<file path="src/rtl/maxpfx_pkg.sv">
package maxpfx_pkg;

    localparam int MAX_N = 256;

    // Walks the Brent-Kung operator list in dependency order and places each
    // operator at the earliest level where both operands are final.
    // want_depth=1 returns the level count; otherwise returns the partner
    // index of the operator writing position pos at level lvl, or -1.
    function automatic int bk_walk(input int n, input int lvl, input int pos,
                                   input bit want_depth);
        int rdy [MAX_N];
        int lg;
        int res;
        int depth;
        int j;
        int t;
        for (int i = 0; i < MAX_N; i++) rdy[i] = 0;
        lg    = $clog2(n);
        res   = -1;
        depth = 0;
        for (int d = 0; d < lg; d++) begin
            for (int i = 0; i < n; i++) begin
                if (((i + 1) % (1 << (d + 1))) == 0) begin
                    j = i - (1 << d);
                    t = ((rdy[i] > rdy[j]) ? rdy[i] : rdy[j]) + 1;
                    rdy[i] = t;
                    if (t > depth) depth = t;
                    if (t == lvl && i == pos) res = j;
                end
            end
        end
        for (int d = lg - 2; d >= 0; d--) begin
            for (int i = 0; i < n; i++) begin
                if (i >= (1 << (d + 1)) && ((i + 1) % (1 << (d + 1))) == (1 << d)) begin
                    j = i - (1 << d);
                    t = ((rdy[i] > rdy[j]) ? rdy[i] : rdy[j]) + 1;
                    rdy[i] = t;
                    if (t > depth) depth = t;
                    if (t == lvl && i == pos) res = j;
                end
            end
        end
        return want_depth ? depth : res;
    endfunction

    function automatic int bk_depth(input int n);
        return bk_walk(n, 0, 0, 1'b1);
    endfunction

    function automatic int bk_src(input int n, input int lvl, input int pos);
        return bk_walk(n, lvl, pos, 1'b0);
    endfunction

endpackage

</file>
<file path="src/rtl/maxpfx_node.sv">
module maxpfx_node #(
    parameter int W = 16
) (
    input  logic [W-1:0] a,
    input  logic [W-1:0] b,
    output logic [W-1:0] y
);
    // Signed compare: the sign-bit-only code is the smallest value, so it
    // behaves as minus infinity and never wins against a real word.
    always_comb y = ($signed(a) >= $signed(b)) ? a : b;
endmodule

</file>
<file path="src/rtl/maxpfx_level.sv">
module maxpfx_level
    import maxpfx_pkg::*;
#(
    parameter int N    = 16,
    parameter int W    = 16,
    parameter int LVL  = 1,
    parameter bit PIPE = 1'b1
) (
    input  logic                clk,
    input  logic                rst,
    input  logic                v_in,
    input  logic [N-1:0][W-1:0] d_in,
    output logic                v_out,
    output logic [N-1:0][W-1:0] d_out
);
    localparam logic [W-1:0] NEG_INF = {1'b1, {(W-1){1'b0}}};

    logic [N-1:0][W-1:0] nxt;

    for (genvar p = 0; p < N; p++) begin : g_pos
        localparam int SRC = bk_src(N, LVL, p);
        if (SRC >= 0) begin : g_op
            maxpfx_node #(.W(W)) u_node (
                .a (d_in[p]),
                .b (d_in[SRC]),
                .y (nxt[p])
            );
        end else begin : g_pass
            assign nxt[p] = d_in[p];
        end
    end

    if (PIPE) begin : g_reg
        always_ff @(posedge clk) begin
            if (rst) begin
                v_out <= 1'b0;
                d_out <= {N{NEG_INF}};
            end else begin
                v_out <= v_in;
                if (v_in) d_out <= nxt;
            end
        end
    end else begin : g_comb
        assign v_out = v_in;
        assign d_out = nxt;
    end
endmodule

</file>
<file path="src/rtl/maxpfx_bk.sv">
module maxpfx_bk
    import maxpfx_pkg::*;
#(
    parameter int N    = 16,
    parameter int W    = 16,
    parameter bit PIPE = 1'b1
) (
    input  logic           clk,
    input  logic           rst,
    input  logic           in_valid,
    input  logic [N*W-1:0] in_data,
    output logic           out_valid,
    output logic [N*W-1:0] out_data
);
    localparam int LVLS = bk_depth(N);

    logic [N-1:0][W-1:0] stg [LVLS+1];
    logic                vld [LVLS+1];

    assign stg[0] = in_data;
    assign vld[0] = in_valid;

    for (genvar l = 1; l <= LVLS; l++) begin : g_lvl
        maxpfx_level #(
            .N    (N),
            .W    (W),
            .LVL  (l),
            .PIPE (PIPE)
        ) u_level (
            .clk   (clk),
            .rst   (rst),
            .v_in  (vld[l-1]),
            .d_in  (stg[l-1]),
            .v_out (vld[l]),
            .d_out (stg[l])
        );
    end

    assign out_valid = vld[LVLS];
    assign out_data  = stg[LVLS];
endmodule

</file>
<file path="config.mk">
export PLATFORM = sky130hd
export DESIGN_NAME = maxpfx_bk
export DESIGN_NICKNAME = d
export VERILOG_FILES = /design/src/rtl/maxpfx_pkg.sv /design/src/rtl/maxpfx_node.sv /design/src/rtl/maxpfx_level.sv /design/src/rtl/maxpfx_bk.sv
export SDC_FILE = /design/constraint.sdc
export NUM_CORES = 2
export LEC_CHECK = 0
export BUFFER_PORTS_ARGS = -buffer_cell sky130_fd_sc_hd__buf_2
export CORE_UTILIZATION = 50
export DETAILED_ROUTE_END_ITERATION = 7
export GPL_ROUTABILITY_DRIVEN = 0
export PLACE_DENSITY = 0.68
export SLEW_MARGIN = 30
export SYNTH_ARGS = -nofsm -noshare
export SYNTH_HDL_FRONTEND = slang
export SYNTH_SLANG_ARGS = --single-unit
</file>
<file path="constraint.sdc">
create_clock -name clk -period 3.7 [get_ports clk]
set_input_delay 0.74 -clock clk [delete_from_list [all_inputs] [get_ports clk]]
set_output_delay 0.74 -clock clk [all_outputs]
set_load 0.1 [all_outputs]
</file>
# [Word level (Yosys, flattened, before mapping)]
# Cells that the tools add are included.
[totals] ff_bits=1542 input_bits=259 output_inout_bits=257 word_cells=154
[op_classes] magnitude_cmp=26 muxes=26
[ops] op=">= comparator 16 bit" n=26
[ops] op="2-to-1 mux 16 bit" n=26

# [Longest topological paths before layout]
[logic_depth] ltp_word=2 ltp_mapped=11 depth_no_buf=8

# [Cells and area by module]
# Synthesis repeated with hierarchy kept, for this count alone.
[hier_totals] cells_unflattened=9420 hier_area_um2=83239.8
[modules_own_cells] module="maxpfx_level" n_inst=6 cells_each=829 area_per_inst_um2=9075.0
[modules_own_cells] module="maxpfx_node" n_inst=26 cells_each=171 area_per_inst_um2=1107.3

# [Worst setup path before layout]
# Ideal clock, no wire load.
[synth_path] path_type="input-to-reg" startpoint="input in_data[175]" endpoint="register g_lvl[1].u_level.d_out[188] (netlist bit)" setup_ns=0.120 t_arrival_ns=2.667 path_slack_ns=0.913 cell_stages=9 path_cell_list="inv_1 -> ha_1 -> nand4_1 -> nor4_1 -> a2111oi_0 -> or4_1 -> clkbuf_1 -> and3_1 -> o31a_1"
[synth_via] elab_chain_len=2
[synth_lines] item="from (decl)" line_no="maxpfx_bk.sv:11" rtl="input logic [N*W-1:0] in_data,"
[synth_lines] item=">= comparator 16 bit" line_no="maxpfx_node.sv:10" rtl="always_comb y = ($signed(a) >= $signed(b)) ? a : b;"
[synth_lines] item="2-to-1 mux 16 bit" line_no="maxpfx_node.sv:10"
[synth_lines] item="to (signal assigned)" line_no="maxpfx_level.sv:37" rtl="d_out <= {N{NEG_INF}};"
[synth_lines] item="to (signal assigned)" line_no="maxpfx_level.sv:40" rtl="if (v_in) d_out <= nxt;"
[synth_lines] item="to (decl)" line_no="maxpfx_level.sv:14" rtl="output logic [N-1:0][W-1:0] d_out"
# Every way passes these cells.
# A chain may end at the register's enable or synchronous reset.

# [Final worst setup path]
[layout_path] startpoint="register g_lvl[3].u_level.d_out[127] (netlist bit)" endpoint="register g_lvl[4].u_level.d_out[159] (netlist bit)"
[layout_via] elab_chain_len=2
[layout_lines] item="from (decl)" line_no="maxpfx_level.sv:14"
[layout_lines] item="from (signal assigned)" line_no="maxpfx_level.sv:37"
[layout_lines] item="from (signal assigned)" line_no="maxpfx_level.sv:40"
[layout_lines] item=">= comparator 16 bit" line_no="maxpfx_node.sv:10"
[layout_lines] item="2-to-1 mux 16 bit (*)" line_no="maxpfx_node.sv:10"
[layout_lines] item="to (signal assigned)" line_no="maxpfx_level.sv:37"
[layout_lines] item="to (signal assigned)" line_no="maxpfx_level.sv:40"
[layout_lines] item="to (decl)" line_no="maxpfx_level.sv:14"
# Mark *: on every way between the ends. The rest lies on a longest branch, timed or not.

==> report_table.html <==
<table>
<tr><th>Metric</th><th>Value</th></tr>
<tr><th colspan="2">Outcome</th></tr>
<tr><td>Result of the run</td><td>finished, final reports clean</td></tr>
<tr><th colspan="2">Die</th></tr>
<tr><td>Die width</td><td>375 um</td></tr>
<tr><td>Count of pins on the block boundary</td><td>516</td></tr>
<tr><td>Initial core utilization</td><td>0.505</td></tr>
<tr><td>Total core area</td><td>around 140000 sq um</td></tr>
<tr><td>Count of standard-cell rows</td><td>136</td></tr>
<tr><td>Total Die Area</td><td>141000 sq um</td></tr>
<tr><td>Vertical die dimension</td><td>375 um</td></tr>
<tr><th colspan="2">Yosys</th></tr>
<tr><td>Post-synthesis instance area</td><td>approximately 70000 sq um</td></tr>
<tr><td>Number of enable flip-flop cells after synthesis</td><td>0</td></tr>
<tr><td>Net count after synthesis</td><td>8139</td></tr>
<tr><td>Top cells by instance count after synthesis</td><td>dfxtp_1, nor2_1, mux2i_1</td></tr>
<tr><td>Most used DFF post-synth</td><td>dfxtp_1</td></tr>
<tr><td>Synthesized flop and latch total</td><td>about 1500</td></tr>
<tr><td>Top cells by area, synth</td><td>dfxtp_1, mux2i_1, nor2_1, ha_1, a311oi_1</td></tr>
<tr><td>Synthesized netlist cell count</td><td>7464</td></tr>
<tr><td>Synthesized area per cell</td><td>between 9 and 10 sq um</td></tr>
<tr><td>Number of unique standard cell types used by synthesis</td><td>76</td></tr>
<tr><td>Most frequently used cell type in the post-synthesis netlist</td><td>dfxtp_1</td></tr>
<tr><td>Yosys Warn Count</td><td>0</td></tr>
<tr><td>Share of async-settable or async-resettable flops after synthesis</td><td>0</td></tr>
<tr><td>Register area share after synthesis</td><td>0.443</td></tr>
<tr><td>Proportion of netlist area held by the largest area contributor</td><td>0.443</td></tr>
<tr><td>Cell type with the highest aggregate area in the netlist</td><td>dfxtp_1</td></tr>
<tr><th colspan="2">Detailed routing</th></tr>
<tr><td>Via count of the routed design</td><td>57018</td></tr>
<tr><td>Violation count after the first detailed-route iteration</td><td>~5000</td></tr>
<tr><td>Final routed wire length divided by cell count</td><td>21.4 um</td></tr>
<tr><td>DRC</td><td>0</td></tr>
<tr><td>ANT nets after route</td><td>0</td></tr>
<tr><td>WL final</td><td>between 200000 and 250000 um</td></tr>
<tr><td>Number of vias per cell after detailed routing</td><td>5.85</td></tr>
<tr><td>Drt first pass iters</td><td>6</td></tr>
<tr><th colspan="2">STA</th></tr>
<tr><td>RSZ-0062 raised after global routing</td><td>no</td></tr>
<tr><td>Part of the cycle the worst path needs</td><td>0.929</td></tr>
<tr><td>Worst Clk Skew</td><td>0.0261 ns</td></tr>
<tr><td>Final worst hold slack</td><td>approximately 0.19 ns</td></tr>
<tr><td>Final Hold Violating Endpoints</td><td>0</td></tr>
<tr><td>Max transition margin</td><td>0.273</td></tr>
<tr><td>Worst Tran Pin Value</td><td>1.09 ns</td></tr>
<tr><td>Final worst path period need</td><td>3.44 ns</td></tr>
<tr><td>Final count of negative-setup-slack endpoints</td><td>0</td></tr>
<tr><td>Max Clock Freq</td><td>just under 300 MHz</td></tr>
<tr><td>Setup tns final</td><td>0 ns</td></tr>
<tr><td>Final Max Slew Viols</td><td>0</td></tr>
<tr><th colspan="2">Layout</th></tr>
<tr><td>Filler instances</td><td>12059</td></tr>
<tr><td>Net total in the final layout</td><td>8481</td></tr>
<tr><td>Share of post-route cells with drive strength above 1</td><td>0.135</td></tr>
<tr><td>Area Growth Syn to Fin</td><td>15.1%</td></tr>
<tr><th colspan="2">Power and ir drop</th></tr>
<tr><td>Design Power</td><td>a little under 40 mW</td></tr>
<tr><td>Power density of the placed cells</td><td>494 nW/um^2</td></tr>
<tr><td>Static Leak</td><td>31.5 nW</td></tr>
<tr><td>Peak supply drop</td><td>0.000353 V</td></tr>
<tr><th colspan="2">Hold path</th></tr>
<tr><td>Path category of the worst min-delay check</td><td>primary input to flop</td></tr>
<tr><th colspan="2">Place</th></tr>
<tr><td>Port buffer count</td><td>515</td></tr>
<tr><td>Total half-perimeter wirelength after legalization and detailed placement</td><td>149000 um</td></tr>
<tr><th colspan="2">Clocking</th></tr>
<tr><td>Clock sinks</td><td>1542</td></tr>
<tr><td>Number of buffers inserted during clock tree synthesis</td><td>164</td></tr>
<tr><td>CTS HTree Levels</td><td>4</td></tr>
<tr><td>Post-CTS clock slew at the launch and capture registers of the worst setup and hold paths</td><td>0.06 ns</td></tr>
<tr><td>Gates resized, CTS repair</td><td>0</td></tr>
<tr><td>CTS Root Buffer Type</td><td>clkbuf_16</td></tr>
<tr><td># hold bufs at CTS</td><td>0</td></tr>
<tr><td>Later-pin clock latency in the skew report</td><td>0.80 ns</td></tr>
<tr><td>TritonCTS clock tree</td><td>yes</td></tr>
<tr><td>Number of buffers inserted to repair setup after CTS</td><td>0</td></tr>
<tr><td>Maximum clock path buffer count</td><td>3</td></tr>
<tr><th colspan="2">GRT</th></tr>
<tr><td>Number of antenna violations at the first check in global routing</td><td>16</td></tr>
<tr><td>Global Route Usage Sum</td><td>0.288</td></tr>
<tr><td>Number of global-route vias before repair</td><td>53693</td></tr>
<tr><td>Remaining Overflow, GRT</td><td>0</td></tr>
<tr><td>Pin count of the biggest net entering global routing</td><td>166</td></tr>
<tr><td>Wire length of the first global-routing pass</td><td>between 300000 and 400000 um</td></tr>
<tr><th colspan="2">Run</th></tr>
<tr><td>Count of maximum capacitance violations</td><td>0</td></tr>
<tr><th colspan="2">Setup path</th></tr>
<tr><td>Arrival time of the worst setup path</td><td>4.07 ns</td></tr>
<tr><td>Crit Path Max Fanout</td><td>32</td></tr>
<tr><td>Crit path launch type</td><td>flop</td></tr>
<tr><td>Kind of end point of the critical path</td><td>flop</td></tr>
<tr><td>Worst Path Required</td><td>4.33 ns</td></tr>
<tr><td>Worst setup path class</td><td>flop to flop</td></tr>
</table>
[kinds of logic after synthesis]
family	after synthesis	share of synthesized area
buffers and inverters	870	0.0477
AO/OA/AOI/OAI	1260	0.135
multiplexers	1050	0.151
adder cells (fa/ha/maj)	416	0.0748
AND/OR/NAND/NOR	2326	0.149
flip-flops	1542	0.443
[layout by cell type, fill, tap and decap left out, drive strengths merged, types with 43 or more instances in the layout]
| master | count |
|---|---|
| nand3 | 282 |
| a21oi | 160 |
| nor4 | 72 |
| a2111oi | 53 |
| ha | 416 |
| o31a | 43 |
| a211o | 78 |
| dfxtp | 1542 |
| nor3 | 45 |
| a21bo | 71 |
| a21o | 49 |
| nor2b | 109 |
| o21ai | 308 |
| and3 | 63 |
| mux2i | 1050 |
| nand2 | 56 |
| buf | 719 |
| a21boi | 47 |
| clkbuf | 231 |
| inv | 339 |
| nand4 | 93 |
| nor2 | 1512 |
| a311oi | 313 |
[sequential cells by signal, indices dropped and copies added, names as in the netlist]
register / count
g_lvl.u_level.d_out: 1536
g_lvl.u_level.v_out: 6
[power by group]
group          internal (mW)  leakage, nW  total, mW  switching [mW]
Combinational           1.77         16.2       5.04            3.27
Clock                   9.94         2.73       17.0            7.07
Sequential              17.1         12.5       17.6           0.509
Total                   28.8         31.5       39.6            10.8
[worst paths after layout]
kind / startpoint / to / slack, ns / depth (start not counted)
max: g_lvl[3].u_level.d_out[127]$_SDFFE_PP1P_ / g_lvl[4].u_level.d_out[159]$_SDFFE_PP1P_ / 0.26 / 8
min reg2reg: g_lvl[5].u_level.d_out[31]$_SDFFE_PP1P_ / g_lvl[6].u_level.d_out[31]$_SDFFE_PP1P_ / 0.45 / 1
max reg2reg: g_lvl[3].u_level.d_out[127]$_SDFFE_PP1P_ / g_lvl[4].u_level.d_out[159]$_SDFFE_PP1P_ / 0.26 / 8
min: in_data[15] / g_lvl[1].u_level.d_out[15]$_SDFFE_PP1P_ / 0.19 / 2
[metrics by stage]
stage               utilization  worst slack, ns  area, sq um  cells
finish                    0.582            0.261        80200   9746
global route              0.581            0.120        80100   9737
CTS                       0.581            0.397        80100   9732
detailed placement        0.541            0.322        74500   9434
global placement          0.540            0.342        74500   9432
floorplan                     -            0.913        69600   7464
[final cells by class]
class,instances,area (sq um),area share
clock buffer,231,4680,0.0583
clock inverter,67,896,0.0112
multi-input combinational,5052,35600,0.444
tap,1794,2240,0.0280
timing repair buffer,719,4600,0.0574
inverter,327,1230,0.0153
sequential,1542,30900,0.385
antenna,14,35.0,0.000437
[metal layers]
layer	wire length, um	vias to the layer above	global-route usage
met5	54	-	0
met4	8090	8	0.118
met3	15500	443	0.0515
met2	94100	1973	0.455
met1	91000	27274	0.387
li1	-	27320	-
[worst max-delay path: stages, from the launching register on]
cell	delay [ns]
dfxtp_1	0.38
inv_1	0.15
ha_1	0.38
nand4_1	0.21
nor4_1	0.45
nor4b_1	0.12
or4_1	0.86
a2111oi_0	0.62
a311oi_1	0.10
Power figures use the tool's default switching activity.
